### src/rtl/pwr_mode_pkg.sv
package pwr_mode_pkg;
  typedef enum logic [2:0] {
    PM_RUN   = 3'd0,
    PM_SLEEP = 3'd1,
    PM_HALT  = 3'd2,
    PM_STOP  = 3'd3,
    PM_STAB  = 3'd4
  } pm_state_e;

  localparam logic [1:0] REQ_SLEEP = 2'd1;
  localparam logic [1:0] REQ_HALT  = 2'd2;
  localparam logic [1:0] REQ_STOP  = 2'd3;

  // enable vector bit positions
  localparam int G_INTC  = 0;
  localparam int G_ADC   = 1;
  localparam int G_SIO   = 2;
  localparam int G_WDT   = 3;
  localparam int G_TMR16 = 4;
  localparam int G_TMR8  = 5;
  localparam int G_LITE  = 6;
  localparam int G_BUS   = 7;
  localparam int G_CPU   = 8;
  localparam int G_CG    = 9;
  localparam int G_OSC   = 10;
  localparam int GATE_W  = 11;

  function automatic logic [GATE_W-1:0] gate_pattern(pm_state_e s);
    logic [GATE_W-1:0] g;
    g = '0;
    g[G_INTC] = 1'b1;
    case (s)
      PM_RUN: begin
        g = '1;
        g[G_LITE] = 1'b0;
      end
      PM_SLEEP: begin
        g[G_OSC] = 1'b1; g[G_CG] = 1'b1; g[G_LITE] = 1'b1;
        g[G_TMR8] = 1'b1; g[G_TMR16] = 1'b1;
        g[G_SIO] = 1'b1; g[G_ADC] = 1'b1;
      end
      PM_HALT, PM_STAB: begin
        g[G_OSC] = 1'b1; g[G_CG] = 1'b1;
      end
      default: ;
    endcase
    return g;
  endfunction
endpackage

### src/rtl/pwr_stab_cnt.sv
module pwr_stab_cnt #(
  parameter int STAB_CYCLES = 16
) (
  input  logic clk_i,
  input  logic rst_ni,
  input  logic load_i,
  output logic done_o
);
  generate
    if (STAB_CYCLES > 1) begin : g_cnt
      localparam int CW = $clog2(STAB_CYCLES);
      localparam logic [CW-1:0] LOAD_VAL = CW'(STAB_CYCLES - 1);
      logic [CW-1:0] cnt_q;
      always_ff @(posedge clk_i or negedge rst_ni) begin
        if (!rst_ni)              cnt_q <= '0;
        else if (load_i)          cnt_q <= LOAD_VAL;
        else if (cnt_q != '0)     cnt_q <= cnt_q - 1'b1;
      end
      assign done_o = (cnt_q == '0);
    end else begin : g_nocnt
      assign done_o = 1'b1;
    end
  endgenerate
endmodule

### src/rtl/pwr_fsm.sv
module pwr_fsm
  import pwr_mode_pkg::*;
(
  input  logic       clk_i,
  input  logic       rst_ni,
  input  logic       req_valid_i,
  input  logic [1:0] req_code_i,
  input  logic       periph_any_i,
  input  logic       ext_any_i,
  input  logic       stab_done_i,
  output pm_state_e  state_o,
  output logic       stab_load_o,
  output logic       wake_o
);
  pm_state_e state_q, state_d;
  logic      wake_q;

  always_comb begin
    state_d     = state_q;
    stab_load_o = 1'b0;
    case (state_q)
      PM_RUN: if (req_valid_i) begin
        case (req_code_i)
          REQ_SLEEP: state_d = PM_SLEEP;
          REQ_HALT:  state_d = PM_HALT;
          REQ_STOP:  state_d = PM_STOP;
          default:   state_d = PM_RUN;
        endcase
      end
      PM_SLEEP: if (periph_any_i || ext_any_i) state_d = PM_RUN;
      PM_HALT:  if (ext_any_i) state_d = PM_RUN;
      PM_STOP:  if (ext_any_i) begin
        state_d     = PM_STAB;
        stab_load_o = 1'b1;
      end
      PM_STAB:  if (stab_done_i) state_d = PM_RUN;
      default:  state_d = PM_RUN;
    endcase
  end

  always_ff @(posedge clk_i or negedge rst_ni) begin
    if (!rst_ni) begin
      state_q <= PM_RUN;
      wake_q  <= 1'b0;
    end else begin
      state_q <= state_d;
      wake_q  <= (state_d == PM_RUN) && (state_q != PM_RUN);
    end
  end

  assign state_o = state_q;
  assign wake_o  = wake_q;
endmodule

### src/rtl/pwr_gate_map.sv
module pwr_gate_map
  import pwr_mode_pkg::*;
(
  input  pm_state_e         state_i,
  output logic [GATE_W-1:0] gate_o
);
  assign gate_o = gate_pattern(state_i);
endmodule

### src/rtl/pwr_mode_ctrl.sv
module pwr_mode_ctrl
  import pwr_mode_pkg::*;
#(
  parameter int N_PERIPH_IRQ = 8,
  parameter int N_EXT_IRQ    = 4,
  parameter int STAB_CYCLES  = 16
) (
  input  logic                    clk_i,
  input  logic                    rst_ni,
  input  logic                    req_valid_i,
  input  logic [1:0]              req_code_i,
  input  logic [N_PERIPH_IRQ-1:0] periph_irq_i,
  input  logic [N_EXT_IRQ-1:0]    ext_irq_i,
  output logic                    osc_en_o,
  output logic                    cg_en_o,
  output logic                    cpu_clk_en_o,
  output logic                    bus_clk_en_o,
  output logic                    bus_lite_o,
  output logic                    tmr8_clk_en_o,
  output logic                    tmr16_clk_en_o,
  output logic                    wdt_clk_en_o,
  output logic                    sio_clk_en_o,
  output logic                    adc_clk_en_o,
  output logic                    intc_clk_en_o,
  output logic                    wake_o,
  output logic [2:0]              state_o
);
  pm_state_e         state;
  logic              stab_load, stab_done;
  logic [GATE_W-1:0] gate;

  pwr_fsm u_fsm (
    .clk_i        (clk_i),
    .rst_ni       (rst_ni),
    .req_valid_i  (req_valid_i),
    .req_code_i   (req_code_i),
    .periph_any_i (|periph_irq_i),
    .ext_any_i    (|ext_irq_i),
    .stab_done_i  (stab_done),
    .state_o      (state),
    .stab_load_o  (stab_load),
    .wake_o       (wake_o)
  );

  pwr_stab_cnt #(.STAB_CYCLES(STAB_CYCLES)) u_stab (
    .clk_i  (clk_i),
    .rst_ni (rst_ni),
    .load_i (stab_load),
    .done_o (stab_done)
  );

  pwr_gate_map u_map (
    .state_i (state),
    .gate_o  (gate)
  );

  assign state_o        = state;
  assign osc_en_o       = gate[G_OSC];
  assign cg_en_o        = gate[G_CG];
  assign cpu_clk_en_o   = gate[G_CPU];
  assign bus_clk_en_o   = gate[G_BUS];
  assign bus_lite_o     = gate[G_LITE];
  assign tmr8_clk_en_o  = gate[G_TMR8];
  assign tmr16_clk_en_o = gate[G_TMR16];
  assign wdt_clk_en_o   = gate[G_WDT];
  assign sio_clk_en_o   = gate[G_SIO];
  assign adc_clk_en_o   = gate[G_ADC];
  assign intc_clk_en_o  = gate[G_INTC];
endmodule

### config.mk
export PLATFORM = sky130hd
export DESIGN_NAME = pwr_mode_ctrl
export DESIGN_NICKNAME = d
export VERILOG_FILES = /design/src/rtl/pwr_mode_pkg.sv /design/src/rtl/pwr_stab_cnt.sv /design/src/rtl/pwr_fsm.sv /design/src/rtl/pwr_gate_map.sv /design/src/rtl/pwr_mode_ctrl.sv
export SDC_FILE = /design/constraint.sdc
export NUM_CORES = 1
export LEC_CHECK = 0
export BUFFER_PORTS_ARGS = -buffer_cell sky130_fd_sc_hd__buf_2
export CORE_AREA = 4 4 41 43
export DETAILED_ROUTE_END_ITERATION = 10
export DIE_AREA = 0 0 45 47
export GPL_TIMING_DRIVEN = 0
export HOLD_SLACK_MARGIN = 0.03
export PLACE_DENSITY = 0.74
export SYNTH_ARGS = -nofsm -noshare
export SYNTH_HDL_FRONTEND = slang
export SYNTH_SLANG_ARGS = --single-unit
### constraint.sdc
create_clock -name clk_i -period 3.3 [get_ports clk_i]
set_input_delay 0.33 -clock clk_i [delete_from_list [all_inputs] [get_ports clk_i]]
set_output_delay 0.33 -clock clk_i [all_outputs]
set_load 0.1 [all_outputs]
======== Yosys cells after proc, flatten, opt, wreduce, memory -nomap -nowiden ========
Cells that the tools add are included.
cells by class
  div/mod/pow operators ................... 0
  multipliers ............................. 0
  order comparisons ....................... 0
  shift operators ......................... 0
  bitwise gates (word level) .............. 0
  add/sub/neg operators ................... 1
  muxes and demuxes ....................... 16
  reduce and logical (&&, ||, !) cells .... 12
  equality and inequality tests ........... 7
operators with widths
  operator               count
  $mux W3                5
  $pmux W3 S5            1
  $mux W4                2
  $reduce_or A4 Y1       2
  $reduce_or A8 Y1       1
  $eq A3 B2 Y1 const B   2
  $logic_not A3 Y1       2
  $mux W2                3
  $pmux W2 S3            1
  $pmux W3 S2            1
  $eq A2 B2 Y1 const B   2
  $logic_not A4 Y1       1
  $reduce_bool A4 Y1     1
  $sub A4 B1 Y4 const B  1
  $eq A3 B1 Y1 const B   1
  $eq A3 B3 Y1 const B   1
  $mux W1                3
  $reduce_bool A3 Y1     1
  $eq A2 B1 Y1 const B   1
  $reduce_bool A2 Y1     1
  $reduce_or A2 Y1       1
  $logic_and A1 B1 Y1    1
  $logic_or A1 B1 Y1     1
storage, ports and cells
  bits in read-only memories .............. 0
  memories ................................ 0
  output and inout port bits .............. 15
  bits in latches ......................... 0
  memory bits (writable) .................. 0
  word-level logic and storage cells ...... 39
  input port bits ......................... 17
  register bits ........................... 8

======== Logic depth before layout (Yosys ltp) ========
Gate-level depths: netlist (run 1).
  depth after elaboration ................. 6
  gate-level depth with buffers ........... 5
  gate-level depth less buffers ........... 5

======== By module ========
A second synthesis (run 1) with hierarchy kept.
unflattened totals
  cells, all modules ...................... 59
  area total of the unflattened synthesis .. 538.0 µm²
by module, submodules not included
  module         times used  area an instance (µm²)  seq. area each (µm²)  cells each
  pwr_stab_cnt   1           220.2                   100.1                 21
  pwr_fsm        1           207.7                   100.1                 21
  pwr_gate_map   1           86.3                    0.0                   13
  pwr_mode_ctrl  1           23.8                    0.0                   4

======== Least setup slack after synthesis (run 1) ========
Ideal clock, no wire load.
  path kind ............................... flip-flop to output port
  start ................................... register u_fsm.state_q[1] (netlist: u_fsm.state_o[1])
  end ..................................... output cpu_clk_en_o
  data arrival time ....................... 3852 ps
  path buffers ............................ 2
  required time ........................... 2970 ps
  slack ................................... -882 ps
  stages on the path, launching flop included .. 4
  cell sequence ........................... dfrtp_1 > buf_4 > nor3_1 > buf_4
between the ends
  longest elaborated chain between the ends .. 2
ends and longest elaborated chain
  item                    line                 source
  start, declared         pwr_fsm.sv:15        pm_state_e state_q, state_d;
  start signal, assigned  pwr_fsm.sv:46        state_q <= state_d;
  $logic_not A3 Y1        pwr_mode_pkg.sv:32   case (s)
  $mux W2                 pwr_mode_pkg.sv:32
  end, declared           pwr_mode_ctrl.sv:16  output logic cpu_clk_en_o,
No other way between the ends.

======== Final worst setup path (run 1) ========
  start ................................... register u_fsm.state_q[1] (netlist: u_fsm.state_o[1])
  end ..................................... output wdt_clk_en_o
between the ends
  longest elaborated chain between the ends .. 2
ends and longest elaborated chain
  item              line                 source
  $logic_not A3 Y1  pwr_mode_pkg.sv:32
  $mux W1           pwr_mode_pkg.sv:32
  end, declared     pwr_mode_ctrl.sv:21  output logic wdt_clk_en_o,
No other way between the ends.

==> qor.csv, run 1 <==
metric,value,unit
status,completed,
clk_latency,0.25,ns
gp_congestion,0.727,
placed_cell_area,696,sq um
wl,1080,um
max_stage_delay,0.41,ns
cts_buffer_depth,2,
areaGrowthSynthToFinish,40.2,%
clockRootBuffer,clkbuf_4,
cp_common_cell,buf_4,
crit_chain,buf_4 -> nor3_2 -> buf_4 -> buf_2,
postCtsSetupBuffers,0,
finalCritPeriodShare,59.1,%
port_buffers,30,
crit_fanout,8,
max-cap-violations,0,
synth_area,519,sq um
arrival,1.62,ns
startpoint_type,register,
fillerInstances,129,
crit_start,u_fsm.state_o[1],
vias_per_cell,4.68,
syn-num-nets,72,
rows,13,
fmax,0.513,GHz
initial_core_util,39.9,%
grt-ovfl-total,0,
postCtsResizedCells,0,
yosys.cell_types.count,27,
first_pass_iters,4,
r2r-start,u_stab.g_cnt.cnt_q[0],
track_usage,11.8,%
path_class,reg -> out,
ff2ff_path_depth,5,
dieArea,0.00212,sq mm
finalSetupViolCount,0,
drv_slew,0,
r2r_end,u_stab.g_cnt.cnt_q[0],
nets,108,
fin_skew,0.00268,ns
crit_path_end,wdt_clk_en_o,
antenna_cells,0,
drtIter0Drc,5,
seq_area_frac_synth,38.6,%
grt_pass1_wl,1720,um
rrSetupSlack,2.00,ns
hold_violations,0,
worstPathRequired,2.97,ns
cts_sinks,8,
cts_tree,yes,
min_period,1.95,ns
core,0.00130,sq mm
crit_slowest_cell,buf_2,
rsz0062_at_grt,no,
hp-class,in -> reg,
num_io_pins,32,
irDropWorstVdd,349,uV
path_clk_slew,0.05,ns
power_density,911,mW/mm^2
place_hpwl,915,um
yosysWarnings,0,
die_x,45,um
wl_per_cell,10.5,um
die_h,47,um
cts_buffers,3,
grt_pass1_vias,437,
cp-end-kind,primary output,
syn_inst,54,
via_count,482,
drc,0,
drive_above_1_share,54.5,%
grt_max_degree,10,
avgSynthCellArea,9.62,sq um
finalSetupTns,0,ns
antenna_found_initial,0,
cts_max_level,1,
p_leak,0.399,nW
ant_nets,0,
hp-start,req_code_i[1],
finalInstanceArea,728,sq um
ys_seq_elements,8,
==> power by group <==
part	switching, W	internal, W
sequential	0.0000309	0.000131
clock	0.0000306	0.0000414
combinational	0.000318	0.000111
==> sequential cells by signal, indices dropped and copies added, names as in the netlist <==
name / flops
u_stab.g_cnt.cnt_q: 4
u_fsm.state_o: 3
u_fsm.wake_o: 1
==> layout make-up <==
| type | count | area, sq um | area share, % |
|---|---|---|---|
| Sequential cell | 8 | 200 | 27.5 |
| Clock buffer | 3 | 22.5 | 3.09 |
| Inverter | 2 | 7.51 | 1.03 |
| Tap cell | 15 | 18.8 | 2.58 |
| Buffer | 8 | 60.1 | 8.25 |
| Multi-Input combinational cell | 36 | 259 | 35.6 |
| Timing Repair Buffer | 31 | 160 | 22.0 |
==> repair_timing <==
action                                  in CTS  in global routing
endpoints found under the hold margin        8                  0
hold buffers                                 1                  0
endpoints found under the setup margin       0                  0
==> critical path: cells and delay by family, from the launching register on <==
| kind | cells | cell delay, ns |
|---|---|---|
| buffers and inverters | 3 | 0.73 |
| DFF | 1 | 0.37 |
| and+or+nand+nor | 1 | 0.27 |
==> worst min path at each step <==
stage | slack [ns] | endpoint | cells after the start
finish | 0.35 | u_fsm.state_o[1] | 3
global route | 0.37 | u_fsm.state_o[1] | 3
CTS | 0.34 | u_fsm.state_o[1] | 3
detailed placement | 0.18 | u_stab.g_cnt.cnt_q[1] | 1
global placement | 0.18 | u_stab.g_cnt.cnt_q[0] | 1
floorplan | 0.03 | u_fsm.state_o[0] | 0
==> per-layer routing <==
layer | share of wire, % | track usage, %
met4 | 1.9 | 7.02
met2 | 53 | 18.1
met3 | 6.6 | 5.75
met5 | 0 | 0
met1 | 38 | 13.4
==> layout by cell type (no fill, tap or decap), drive strengths merged, types with 2 or more instances in the layout <==
cell type / count
nand2: 5
inv: 2
o21ai: 3
nand3: 2
clkbuf: 3
nand3b: 2
nor3: 3
buf: 38
nor2: 4
a21oi: 3
dfrtp: 8
nor4: 3
==> metrics by stage <==
step / power, W / hold slack (ns) / util, % / setup slack [ns] / std cells
3_5_place_dp: 0.000595 / 0.179 / 53.5 / 1.62 / 99
6_report: 0.000663 / 0.350 / 56.0 / 1.35 / 103
3_3_place_gp: 0.000588 / 0.177 / 53.5 / 1.64 / 99
5_1_grt: 0.000708 / 0.366 / 56.0 / 1.28 / 103
2_1_floorplan: 0.000531 / 0.0344 / - / 0.102 / 54
4_1_cts: 0.000672 / 0.344 / 56.0 / 1.33 / 103
==> cell usage after synthesis (all sizes together) <==
master  n  area share, %
buf     8             12
dfrtp   8             39
nand2   5            3.6
nor2    4            2.9
a21oi   3            2.9
nor3    3            3.9
nor4    3            6.5
o21ai   3            3.6
inv     2            1.4
nand3   2            1.9
nand3b  2            5.3
a21o    1            1.4
a32oi   1            1.7
and2    1            1.2
conb    1           0.72
ha      1            2.4
nand2b  1            1.2
nor2b   1            1.2
nor3b   1            3.6
o211ai  1            1.4
or3     1            1.2
xnor2   1            1.7
==> kinds of logic after synthesis <==
kind of cell,share of synthesized area (%)
buffers and inverters,13.0
other,0.722
AOI/OAI and AO/OA,11.1
DFF,38.6
xor gates and xnor gates,1.69
and+or+nand+nor,32.5
adders and majority gates,2.41
Note: power is estimated with default switching activity, not from simulation.
==> inputs of run 2 (changes only) <==
- CORE_AREA: 4 4 41 43 -> not set
- CORE_MARGIN: not set -> 4
- CORE_UTILIZATION: not set -> 40
- DIE_AREA: 0 0 45 47 -> not set
- PLACE_DENSITY: 0.74 -> 0.75
- clock period: 3.3 -> 2 ns (I/O delays scaled with it)
==> run 2 against run 1 <==
  * Clock skew grew 0.0058 ns
  * Critical path depth is the same
  * Via count grew 3.3%
  * Die area shrank 8.3%
  * Final area grew 8.6%
  * Flip-flop and latch count is the same
  * Routed wire length grew 10%
  * Clock-buffer cell count grew 1
  * Non-clock buffer count is the same
  * Combinational power grew 76%
  * First-iteration DRC count grew 20%
  * Critical path type unchanged
  * Critical endpoint is now cpu_clk_en_o
==> qor.csv, run 2 (synthesis results as in run 1) <==
metric,value,unit,change
status,completed,,
nets,108,,unchanged
wl,1190,um,+10%
drc,0,,unchanged
hp-start,req_code_i[0],,
dieArea,0.00194,sq mm,-8.3%
core,0.00117,sq mm,-10%
clockRootBuffer,clkbuf_4,,
cts_buffers,3,,unchanged
drv_slew,0,,unchanged
layout.cells.most_common,buf_2,,
r2r_end,u_fsm.wake_o,,
place_hpwl,987,um,+7.9%
grt-ovfl-total,0,,unchanged
via_count,498,,+3.3%
crit_start,u_fsm.state_o[1],,
antenna_found_initial,0,,unchanged
drive_above_1_share,59.6,%,+5.0 points
finalSetupViolCount,0,,unchanged
track_usage,12.0,%,+0.19 points
worstPathRequired,1.80,ns,-1.17 ns
path_class,reg -> out,,
grt_pass1_vias,436,,-0.23%
gp_congestion,0.805,,+11%
die_x,44.0,um,-2.2%
irDropWorstVdd,713,uV,+100%
grt_pass1_wl,1810,um,+5.2%
hold_violations,0,,unchanged
path_clk_slew,0.06,ns,about the same
power.total,0.00117,W,+76%
first_pass_iters,4,,unchanged
min_period,1.88,ns,
fin_skew,0.00844,ns,+0.00575 ns
ant_nets,0,,unchanged
p_leak,0.410,nW,+2.9%
startpoint_type,register,,
finalSetupTns,0,ns,unchanged
crit_fanout,8,,unchanged
cts_sinks,8,,unchanged
cts_max_level,1,,unchanged
initial_core_util,44.3,%,+4.4 points
wl_per_cell,11.6,um,+10%
cts_tree,yes,,
vias_per_cell,4.83,,+3.3%
port_buffers,30,,unchanged
final_cell_mix,"buf_2 (30), nand2_1 (5), buf_4 (5), dfrtp_1 (5)",,
fmax,0.532,GHz,
rsz0062_at_grt,no,,
r2r-start,u_stab.g_cnt.cnt_q[0],,
hp-class,in -> reg,,
cp-end-kind,primary output,,
power_density,1470,mW/mm^2,+62%
largest_register_ffs,4,,unchanged
areaGrowthSynthToFinish,52.3,%,
cts_buffer_depth,2,,unchanged
fin_util,67.5,%,+12 points
num_io_pins,32,,unchanged
antenna_cells,0,,unchanged
die_h,44.0,um,-6.3%
finalCritPeriodShare,93.9,%,
ff2ff_path_depth,5,,unchanged
rrSetupSlack,0.69,ns,-1.31 ns
arrival,1.68,ns,+0.06 ns
max-cap-violations,0,,unchanged
rows,12,,-1
drtIter0Drc,6,,+1
crit_path_end,cpu_clk_en_o,,
grt_max_degree,10,,unchanged
regMostFlops,u_stab.g_cnt.cnt_q,,
clk_latency,0.26,ns,about the same
-- run 2: report_power, final --
group	switching, W	internal (W)
combinational	0.000535	0.000218
sequential	0.0000604	0.000219
clock	0.0000566	0.0000764
total	0.000652	0.000513
-- run 2: layer usage --
layer  share of wire [%]  track usage [%]  vias up
met4                 1.3             5.42        0
met1                  40             14.5      232
met5                   0                0        -
met3                 4.8            0.407        2
met2                  53             21.8       12
li1                    -                -      252
-- run 2: worst min path at each step --
stage / to / slack [ns] / depth (start not counted)
finish: u_fsm.state_o[0] / 0.24 / 3
global route: u_fsm.state_o[1] / 0.26 / 3
CTS: u_fsm.state_o[0] / 0.24 / 3
detailed placement: u_stab.g_cnt.cnt_q[0] / 0.05 / 1
global placement: u_stab.g_cnt.cnt_q[0] / 0.05 / 1
floorplan: u_fsm.state_o[0] / -0.1 / 0
-- run 2: stage by stage --
stage / cells / area, sq um / worst slack [ns] / hold WS (ns)
6_report: 103 / 791 / 0.121 / 0.238
5_1_grt: 103 / 791 / 0.0789 / 0.262
4_1_cts: 103 / 791 / 0.104 / 0.241
3_5_place_dp: 98 / 754 / 0.372 / 0.0462
3_3_place_gp: 98 / 754 / 0.384 / 0.0476
2_1_floorplan: 54 / 587 / -0.155 / -0.0956
-- run 2: critical path, cell delays in order (launching register included) --
cell	delay (ns)
dfrtp_4	0.47
buf_6	0.15
nor3_4	0.26
buf_12	0.14
buf_2	0.41
-- run 2: layout make-up --
class | count | area (sq um)
inverters | 2 | 7.51
flip-flops and latches | 8 | 206
clock buffers | 4 | 26.3
fillers | 96 | 380
repair buffers | 31 | 160
multi-input cells | 36 | 284
plain buffers | 8 | 88.8
well taps | 14 | 17.5
-- run 2: what timing repair did --
item	in CTS	in global routing
gates resized for setup	0	0
hold buffers	1	0
hold endpoints to repair	8	0
setup buffers	0	0
==> inputs of run 3 (changes only) <==
- CORE_UTILIZATION: 40 -> 41
- PLACE_DENSITY: 0.75 -> 0.76
- SYNTH_HIERARCHICAL: not set -> 1
==> run 3 against run 2 <==
  * Synthesized area up 3.6%
  * Final area up 0.47%
  * Clock skew down 0.0035 ns
  * Routed wire length up 6.6%
  * First-iteration DRC count up 33%
  * Via count up 5.8%
  * Fmax up 2.8%
  * Register-to-register slack worse by 0.20 ns
  * Critical path type unchanged
==> qor.csv, run 3 <==
metric,value,unit,change
nets,113,,+4.6%
seq_area_frac_synth,37.2,%,-1.3 points
via_count,527,,+5.8%
core,0.00117,sq mm,unchanged
initial_core_util,45.9,%,+1.6 points
port_buffers,30,,unchanged
ys_seq_elements,8,,unchanged
power_density,1450,mW/mm^2,-1.8%
clockRootBuffer,clkbuf_4,,
rows,12,,unchanged
rsz0062_at_grt,no,,
fillerInstances,103,,+7.3%
grt_max_degree,12,,+2
gp_congestion,0.772,,-4.1%
synthArstFlopShare,100,%,unchanged
regMostFlops,u_stab/g_cnt.cnt_q,,
largest_register_ffs,4,,unchanged
timing.hold.ws,0.258,ns,+0.0203 ns
busiest_layer,met2,,
critPathTopFamily,flip-flops,,
cts_sinks,8,,unchanged
path_clk_slew,0.05,ns,about the same
finalSetupTns,0,ns,unchanged
p_leak,0.412,nW,+0.42%
grtUsageMet2,26.7,%,+4.9 points
synth.top_cells.by_area,"dfrtp_1 (37%), buf_4 (9.8%), inv_1 (4.9%)",,
crit_chain,nor3_4 -> buf_8 -> buf_2,,
grt_pass1_wl,2110,um,+17%
clk_latency,0.25,ns,about the same
fin_skew,0.00493,ns,-0.00351 ns
antenna_cells,0,,unchanged
max-cap-violations,0,,unchanged
cp-end-kind,primary output,,
grt-ovfl-total,0,,unchanged
cts_tree,yes,,
synth_edf_count,0,,unchanged
max_stage_delay,0.55,ns,+0.08 ns
areaGrowthSynthToFinish,47.7,%,
use_met3,6.10,%,+5.7 points
min_period,1.83,ns,-0.0506 ns
die_x,44.2,um,+0.44%
arrival,1.63,ns,-0.05 ns
status,completed,,
drc,0,,unchanged
avgSynthCellArea,9.12,sq um,-5.2%
num_io_pins,32,,unchanged
placed_cell_area,758,sq um,+0.50%
layout.cells.most_common,buf_2,,
place_hpwl,985,um,-0.26%
crit_fanout,11,,+3
ant_nets,0,,unchanged
syn-num-nets,77,,+6.9%
hp-class,in -> reg,,
cts_max_level,1,,unchanged
synth_ff_type,dfrtp_1,,
finalCritPeriodShare,91.4,%,-2.5 points
cts_buffers,3,,unchanged
final_cell_mix,"buf_2 (30), inv_1 (7), nor2_1 (6), dfrtp_1 (5), buf_4 (5)",,
die_h,44.2,um,+0.44%
finalInstanceArea,795,sq um,+0.47%
wl,1270,um,+6.6%
vias_per_cell,4.88,,+0.92%
path_class,reg -> out,,
worstPathRequired,1.80,ns,about the same
cts_buffer_depth,2,,unchanged
first_pass_iters,4,,unchanged
hold_violations,0,,unchanged
drv_slew,0,,unchanged
finalSetupViolCount,0,,unchanged
drtIter0Drc,8,,+2
hold_depth,3,,unchanged
ff2ff_path_depth,5,,unchanged
met1_usage,15.9,%,+1.4 points
synthTopCellsByCount,"dfrtp_1 (8), buf_4 (7), inv_1 (7), nor2_1 (6), o21ai_0 (3)",,
syn_inst,59,,+9.3%
dieArea,0.00196,sq mm,+0.89%
startpoint_type,register,,
path_buf_inv,2,,-1
drive_above_1_share,55.3,%,-4.2 points
synth_area_leader_cell,dfrtp_1,,
irDropWorstVdd,844,uV,+18%
crit_slowest_cell,dfrtp_4,,
crit_cells,3,,-1
antenna_found_initial,0,,unchanged
track_usage,14.8,%,+2.8 points
yosys.cell_types.count,28,,+3.7%
yosysWarnings,6,,+6
wl_per_cell,11.8,um,+1.7%
synth_area,538,sq um,+3.6%
grt_pass1_vias,484,,+11%
fmax,0.547,GHz,+2.8%
yosysTopAreaCellShare,37.2,%,-1.3 points
synth_most_common_cell,dfrtp_1,,
## run 3: cell types whose count changed in the layout (fill, tap and decap cells not counted), moves of 3 or more
cell / change
a21oi_1: -3
inv_1: +5
nand2_1: -4
nor2_1: +3
## run 3: logic make-up (layout without fill, tap and decap cells)
| kind of cell | Yosys count | after routing | synth area share, % |
|---|---|---|---|
| other cells | 1 | 1 | 0.697 |
| buf+inv | 14 | 49 | 14.7 |
| flops | 8 | 8 | 37.2 |
| compound gates | 12 | 12 | 17.7 |
| simple gates | 21 | 21 | 23.7 |
| mux | 2 | 2 | 3.72 |
| fa+ha+maj | 1 | 1 | 2.33 |
## run 3: metal layers
metal  vias to the layer above  share of wire [%]
met3                         0                6.3
met1                       244                 38
met2                        13                 55
met5                         -                  0
met4                         0                  0
li1                        270                  -
## run 3: worst reg2reg max path: stages, from the launching register on
cell and delay (ns):
dfrtp_1 0.42, inv_1 0.10, ha_1 0.22, nor3b_2 0.36, inv_1 0.08, a31o_1 0.21
## run 3: timing repair
item / 4_1_cts / 5_1_grt
endpoints found under the setup margin: 0 / 0
hold endpoints to repair: 8 / 0
hold buffers: 1 / 0
resized for setup: 0 / 0
setup buffers: 0 / 0
## run 3: final timing paths
kind,endpoint,start,slack [ns]
setup / recovery,bus_clk_en_o,u_fsm/state_o[1],0.17
hold / removal,u_fsm/state_o[1],req_code_i[1],0.26
setup reg to reg,u_fsm/state_o[2],u_stab/g_cnt.cnt_q[0],0.49
hold reg to reg,u_stab/g_cnt.cnt_q[2],u_stab/g_cnt.cnt_q[2],0.59
max in group asynchronous,u_fsm/state_o[0],rst_ni,1.48
min in group asynchronous,u_stab/g_cnt.cnt_q[1],rst_ni,0.33
## run 3: layout make-up
class | count | area [sq um] | share of cell area, %
timing repair buffer | 31 | 160 | 20.2
clock buffer | 4 | 26.3 | 3.31
tap | 14 | 17.5 | 2.20
inverter | 7 | 26.3 | 3.31
buffer | 7 | 67.6 | 8.50
sequential | 8 | 209 | 26.3
multi-input combinational | 37 | 288 | 36.2
## run 3: power by group
part	total, W	internal (W)	switching [W]
sequential	0.000293	0.000219	0.0000746
clock	0.000124	0.0000759	0.0000481
combinational	0.000733	0.000216	0.000517
## run 3: per-stage QoR
| step | power (W) | utilization [%] | cells | worst slack (ns) |
|---|---|---|---|---|
| 6_report | 0.00115 | 67.8 | 108 | 0.172 |
| 5_1_grt | 0.00122 | 67.8 | 108 | 0.104 |
| 3_3_place_gp | 0.000999 | 64.7 | 103 | 0.444 |
| 3_5_place_dp | 0.00101 | 64.7 | 103 | 0.427 |
| 2_1_floorplan | 0.000911 | - | 59 | -0.0981 |
| 4_1_cts | 0.00114 | 67.8 | 108 | 0.152 |
